**src/rtl/sf_codec_pkg.sv**
```systemverilog
package sf_codec_pkg;
  typedef enum logic {
    ENC_IDLE = 1'b0,
    ENC_RUN  = 1'b1
  } enc_phase_e;
endpackage

```
**src/rtl/sf_enc_core.sv**
```systemverilog
module sf_enc_core
  import sf_codec_pkg::*;
#(
  parameter int INT_W  = 64,
  parameter int MANT_W = 8,
  parameter int EXP_W  = 4
) (
  input  logic              clk,
  input  logic              rst,
  input  logic              start,
  input  logic [INT_W-1:0]  din,
  output logic              busy,
  output logic              done,
  output logic [MANT_W-1:0] mant,
  output logic [EXP_W-1:0]  expo,
  output logic              ovf,
  output logic              unf,
  output logic              sat_evt
);
  localparam int WORK_W = INT_W + MANT_W;
  localparam logic [EXP_W-1:0] EXP_MAX = {EXP_W{1'b1}};

  // working value exceeds the 9-bit normalised window
  function automatic logic too_wide(input logic [WORK_W-1:0] w);
    return |w[WORK_W-1:MANT_W+1];
  endfunction

  enc_phase_e        phase_q;
  logic [WORK_W-1:0] work_q;
  logic [EXP_W-1:0]  cnt_q;
  logic              zero_q;
  logic              done_q;
  logic [MANT_W-1:0] mant_q;
  logic [EXP_W-1:0]  exp_q;
  logic              ovf_q;
  logic              unf_q;

  logic running, over, step_sat, step_shift, step_finish, accept;

  assign running     = (phase_q == ENC_RUN);
  assign over        = too_wide(work_q);
  assign step_sat    = running && over && (cnt_q == EXP_MAX);
  assign step_shift  = running && over && !step_sat;
  assign step_finish = running && !step_shift;
  assign accept      = !running && start;

  always_ff @(posedge clk) begin
    if (rst) begin
      phase_q <= ENC_IDLE;
      work_q  <= '0;
      cnt_q   <= '0;
      zero_q  <= 1'b0;
      done_q  <= 1'b0;
      mant_q  <= '0;
      exp_q   <= '0;
      ovf_q   <= 1'b0;
      unf_q   <= 1'b0;
    end else begin
      done_q <= 1'b0;
      if (step_shift) begin
        work_q <= work_q >> 1;
        cnt_q  <= cnt_q + 1'b1;
      end else if (step_finish) begin
        phase_q <= ENC_IDLE;
        done_q  <= 1'b1;
        if (step_sat) begin
          mant_q <= {MANT_W{1'b1}};
          exp_q  <= EXP_MAX;
          ovf_q  <= 1'b1;
          unf_q  <= 1'b0;
        end else begin
          mant_q <= work_q[MANT_W-1:0];
          exp_q  <= cnt_q;
          ovf_q  <= 1'b0;
          unf_q  <= zero_q;
        end
      end else if (accept) begin
        phase_q <= ENC_RUN;
        work_q  <= {din, {MANT_W{1'b0}}};
        cnt_q   <= '0;
        zero_q  <= (din == '0);
      end
    end
  end

  assign busy    = running;
  assign done    = done_q;
  assign mant    = mant_q;
  assign expo    = exp_q;
  assign ovf     = ovf_q;
  assign unf     = unf_q;
  assign sat_evt = step_sat;
endmodule

```
**src/rtl/sf_dec_core.sv**
```systemverilog
module sf_dec_core #(
  parameter int MANT_W = 8,
  parameter int EXP_W  = 4,
  parameter int DEC_W  = 16
) (
  input  logic              clk,
  input  logic              rst,
  input  logic              req,
  input  logic [MANT_W-1:0] mant,
  input  logic [EXP_W-1:0]  expo,
  output logic              vld,
  output logic [DEC_W-1:0]  value
);
  localparam int WIDE_W = MANT_W + DEC_W;

  function automatic logic [DEC_W-1:0] expand(input logic [MANT_W-1:0] m,
                                              input logic [EXP_W-1:0]  e);
    logic [WIDE_W-1:0] wide;
    wide = {{(DEC_W-1){1'b0}}, 1'b1, m} << e;
    return wide[MANT_W +: DEC_W];
  endfunction

  logic             vld_q;
  logic [DEC_W-1:0] value_q;

  always_ff @(posedge clk) begin
    if (rst) begin
      vld_q   <= 1'b0;
      value_q <= '0;
    end else begin
      vld_q <= req;
      if (req) value_q <= expand(mant, expo);
    end
  end

  assign vld   = vld_q;
  assign value = value_q;
endmodule

```
**src/rtl/sf_codec.sv**
```systemverilog
module sf_codec #(
  parameter int INT_W  = 64,
  parameter int MANT_W = 8,
  parameter int EXP_W  = 4,
  parameter int DEC_W  = 1 << EXP_W
) (
  input  logic              clk,
  input  logic              rst,
  input  logic              enc_start,
  input  logic [INT_W-1:0]  enc_in,
  output logic              enc_busy,
  output logic              enc_done,
  output logic [MANT_W-1:0] enc_mant,
  output logic [EXP_W-1:0]  enc_exp,
  output logic              enc_ovf,
  output logic              enc_unf,
  input  logic              dec_req,
  input  logic [MANT_W-1:0] dec_mant,
  input  logic [EXP_W-1:0]  dec_exp,
  output logic              dec_vld,
  output logic [DEC_W-1:0]  dec_value
);
  logic enc_sat_evt;

  sf_enc_core #(.INT_W(INT_W), .MANT_W(MANT_W), .EXP_W(EXP_W)) u_enc (
    .clk(clk), .rst(rst), .start(enc_start), .din(enc_in),
    .busy(enc_busy), .done(enc_done), .mant(enc_mant), .expo(enc_exp),
    .ovf(enc_ovf), .unf(enc_unf), .sat_evt(enc_sat_evt)
  );

  sf_dec_core #(.MANT_W(MANT_W), .EXP_W(EXP_W), .DEC_W(DEC_W)) u_dec (
    .clk(clk), .rst(rst), .req(dec_req), .mant(dec_mant), .expo(dec_exp),
    .vld(dec_vld), .value(dec_value)
  );
endmodule

```
**config.mk**
```make
export PLATFORM = sky130hd
export DESIGN_NAME = sf_codec
export DESIGN_NICKNAME = d
export VERILOG_FILES = /design/src/rtl/sf_codec_pkg.sv /design/src/rtl/sf_enc_core.sv /design/src/rtl/sf_dec_core.sv /design/src/rtl/sf_codec.sv
export SDC_FILE = /design/constraint.sdc
export NUM_CORES = 1
export LEC_CHECK = 0
export BUFFER_PORTS_ARGS = -buffer_cell sky130_fd_sc_hd__buf_2
export CAP_MARGIN = 20
export CELL_PAD_IN_SITES_DETAIL_PLACEMENT = 0
export CELL_PAD_IN_SITES_GLOBAL_PLACEMENT = 2
export CORE_ASPECT_RATIO = 1.75
export CORE_MARGIN = 2
export CORE_UTILIZATION = 33
export CTS_BUF_LIST = sky130_fd_sc_hd__clkbuf_16
export CTS_CLUSTER_SIZE = 12
export DETAILED_ROUTE_END_ITERATION = 8
export PLACE_DENSITY = 0.84
export SYNTH_ARGS = -nofsm -noshare
export SYNTH_HDL_FRONTEND = slang
export SYNTH_SLANG_ARGS = --single-unit
```
**constraint.sdc**
```tcl
create_clock -name clk -period 2.33 [get_ports clk]
set_clock_uncertainty 0.15 [all_clocks]
set_input_delay 0.233 -clock clk [delete_from_list [all_inputs] [get_ports clk]]
set_output_delay 0.233 -clock clk [all_outputs]
set_load 0.05 [all_outputs]
```
==> results.ini <==
[route]
detailedRoute.firstIterationViolations=189
routed_wirelength_microns=17740
post_drt_wl_per_cell_microns=16.32
drt-vias-per-instance=5.102
route.vias.total=5546
route.antenna.remaining_nets=0
detail_route.first_pass.iterations=4
drc_errors=0

[sta]
setup-violations-final=0
final_period_minus_worst_setup_slack_ps=2259
slew_violations=0
maximum_clock_rate_ghz=0.4427
maxSlewHeadroom_pct=65.34
timing.final.crit_share_pct=96.94
worst_pin_slew_ps=519.3
hold_violations=0
setup_repair_after_global_routing_missed_its_margin=no

[critical_path]
register_to_register_setup_slack_ps=70
timing.critical_path.max_delay_family=simple AND/OR/NAND/NOR gates
critical_path.cell_chain=nor4_1 > nand4_1 > nor3_2 > buf_12 > a21oi_4 > buf_12 > mux2_4
data_arrival_time_of_the_critical_path_ps=2350
worstPathMaxFanout=53
startpoint_of_the_most_critical_setup_path=u_enc.work_q[22]
critPathMaxStageDelay_ps=370
reg2reg_to=u_enc.work_q[37]
critPathMostFrequentCell=sky130_fd_sc_hd__buf_12
timing.critical_path.slowest_stage_cell=sky130_fd_sc_hd__nor4_1
crit_path_start_kind=register
cp.required_ps=2420
capturing_element_type_of_the_critical_path=register
start_to_end_type_of_the_worst_setup_path=reg2reg
r2r_start=u_enc.work_q[22]
number_of_cell_instances_on_the_worst_register_to_register_path=7
timing.critical_path.buf_inv=2
worst-path-stages=7

[worst_hold_path]
hold-path-cell-count=3
hp-start=enc_in[63]
timing.hold.worst_endpoint=u_enc.work_q[71]
worst_hold_path_type=in2reg

[floorplan]
floorplan.rows=67
ios=113
floorplan.core_area_sq_um=19030
floorplan.die.height_microns=187.3
initial_utilization_pct=33.29
die_w_microns=108.7
fp.dieArea_sq_um=20360

[cts]
ctsLongestPathBuffers=2
tritoncts_clock_tree=built
clock_tree.root_cell=sky130_fd_sc_hd__clkbuf_16
clock_tree.htree_level_count=3
cts_num_sinks=110
clkSlewWorstSetupHoldPaths_ps=80
postCtsSetupRepairBufs=0
clock_insertion_delay_worst_skew_ps=350
cts-buffers-inserted=9

[logic_synthesis]
synth_area_leader_cell=sky130_fd_sc_hd__dfxtp_1
ys_ff_latch=110
netlist_top_cells_area=sky130_fd_sc_hd__dfxtp_1 (35%), sky130_fd_sc_hd__mux2_4 (11%), sky130_fd_sc_hd__nand2_1 (9.2%)
synth_area_sq_um=6335
portion_of_the_post_synthesis_area_used_by_sequential_elements_pct=34.76
synth_edf_count=0
synth_top_area_share_pct=34.76
synth_nets=834
synth.avg_cell_area_sq_um=8.413
synth_async_sr_flop_share_pct=0
post_synth_inst_count=753
synth.lib_cells_used.distinct=46
ys_dominant_reg_cell=sky130_fd_sc_hd__dfxtp_1
yosys_warnings=0

[finish]
final-instance-count-excl-fill=1087
layout-drive-gt1-share_pct=28.84
area.growth.synth_to_final_pct=18.86
n_fill_cell=1979
num_antenna_cells=0
finish.net_count=922
final_common_cell=sky130_fd_sc_hd__nand2_1
layout_common_cells=sky130_fd_sc_hd__nand2_1 (155), sky130_fd_sc_hd__buf_2 (111), sky130_fd_sc_hd__dfxtp_1 (110)
final_util_pct=39.57

[place]
dp.final_hpwl_microns=12810
numPortBuffers=112
gp_congestion=0.7924
numPlacedInstances=1071

[pwr]
power.sequential.fraction_pct=45.0
peakVddDrop_mv=0.3494
p_clk_share_pct=33.7
p_per_area_nw_per_um2=611.1
power.share.combinational_pct=21.3
net-switching-power_mw=1.363
total_leakage_power_nw=3.047
switching_share_pct=29.61
internal_power_contribution_mw=3.239
fin_total_pwr_mw=4.601

[grt]
grt_pass1_wl_microns=28920
initial_antenna_violation_count=0
gr-usage-all-layers_pct=18.08
grt_overflow=0
grt_pass1_vias=5554
grt_start_max_net_pins=76

[flow_run]
maxCapViolCount=0

[run_status]
status=finished clean

-- power groups by stage --
stage	combinational (mW)	clock (mW)	sequential (mW)
detailed placement	0.983	0	2.11
global route	1.07	1.67	2.08
floorplan	0.622	0	2.14
CTS	0.990	1.59	2.07
global placement	0.981	0	2.11
finish	0.981	1.55	2.07
-- what timing repair did --
action / in CTS / in global routing
pin swaps: 0 / 1
setup endpoints to repair: 11 / 43
resized for setup: 2 / 3
hold buffers: 0 / 0
-- layer usage --
metal  up-vias  routed length [microns]  part of all wire, %  global-route usage [%]
li1       2798                        -                    -                       -
met5         -                        0                    0                       0
met3        26                      573                  3.2                   2.125
met2       103                     9162                   52                   31.08
met1      2619                     7384                   42                   22.09
met4         0                      620                  3.5                   8.284
-- cells in the mapped netlist (3+ instances only) --
cell,instances
sky130_fd_sc_hd__nor4b_2,7
sky130_fd_sc_hd__nor4_2,6
sky130_fd_sc_hd__o21ai_0,8
sky130_fd_sc_hd__nand2b_1,24
sky130_fd_sc_hd__buf_1,4
sky130_fd_sc_hd__a21oi_1,92
sky130_fd_sc_hd__mux2i_1,17
sky130_fd_sc_hd__nand4_1,9
sky130_fd_sc_hd__inv_1,5
sky130_fd_sc_hd__dfxtp_1,110
sky130_fd_sc_hd__a22oi_1,5
sky130_fd_sc_hd__mux2_4,48
sky130_fd_sc_hd__nor2_1,28
sky130_fd_sc_hd__mux4_2,4
sky130_fd_sc_hd__nor2b_1,65
sky130_fd_sc_hd__nand2_1,155
sky130_fd_sc_hd__buf_6,6
sky130_fd_sc_hd__buf_4,3
sky130_fd_sc_hd__mux2_2,18
sky130_fd_sc_hd__clkbuf_1,40
sky130_fd_sc_hd__nor4_1,43
sky130_fd_sc_hd__a211oi_1,6
sky130_fd_sc_hd__buf_2,8
sky130_fd_sc_hd__nor3_1,8
sky130_fd_sc_hd__or3_1,3
sky130_fd_sc_hd__nand3_1,5
-- sequential cells by signal (all words and copies together) (netlist names), 4 cells and up --
register / cells
u_enc.mant: 8
u_dec.value: 16
u_enc.work_q: 72
u_enc.expo: 4
u_enc.cnt_q: 4
-- worst max-delay path by stage --
stage / end / slack [ps]
after floorplan: u_enc.work_q[60] / 360
after detailed placement: u_enc.mant[1] / -190
after global placement: u_enc.mant[1] / -200
final: u_enc.work_q[37] / 70
after global routing: u_enc.mant[1] / 7
after CTS: u_enc.work_q[35] / 20
-- per-stage QoR --
step	TNS (ps)	area (sq um)	setup slack, ps	hold slack, ps
after floorplan	0	6335	359.4	278.4
after global placement	-1666	7208	-195.8	298.9
after detailed placement	-1484	7208	-187.9	300.3
after CTS	0	7515	24.85	54.34
after global routing	0	7530	6.633	73.28
final	0	7530	71.23	55.84
-- worst reg2reg max path, cell delays in order, from the launching register on --
cell,delay (ps)
sky130_fd_sc_hd__dfxtp_1,340
sky130_fd_sc_hd__nor4_1,370
sky130_fd_sc_hd__nand4_1,200
sky130_fd_sc_hd__nor3_2,250
sky130_fd_sc_hd__buf_12,150
sky130_fd_sc_hd__a21oi_4,60
sky130_fd_sc_hd__buf_12,230
sky130_fd_sc_hd__mux2_4,390
-- area by class of cell --
cell class | instances | area (sq um) | share of cell area [%]
well taps | 241 | 301.5 | 4.005
repair buffers | 138 | 845.8 | 11.23
inverters | 5 | 18.77 | 0.2493
multi-input cells | 577 | 3870 | 51.40
clock buffers | 9 | 225.2 | 2.991
clock inverters | 7 | 66.31 | 0.8807
flip-flops and latches | 110 | 2202 | 29.25
-- logic make-up after synthesis --
logic type / count (synthesis) / synth area share [%]
adder cells (fa/ha/maj): 1 / 0.1975
AO/OA/AOI/OAI: 123 / 10.74
flip-flops: 110 / 34.76
multiplexers: 87 / 18.68
XOR/XNOR: 1 / 0.1383
AND/OR/NAND/NOR: 365 / 30.52
buffers and inverters: 66 / 4.957
No activity file was read; power rests on OpenSTA's default activity.
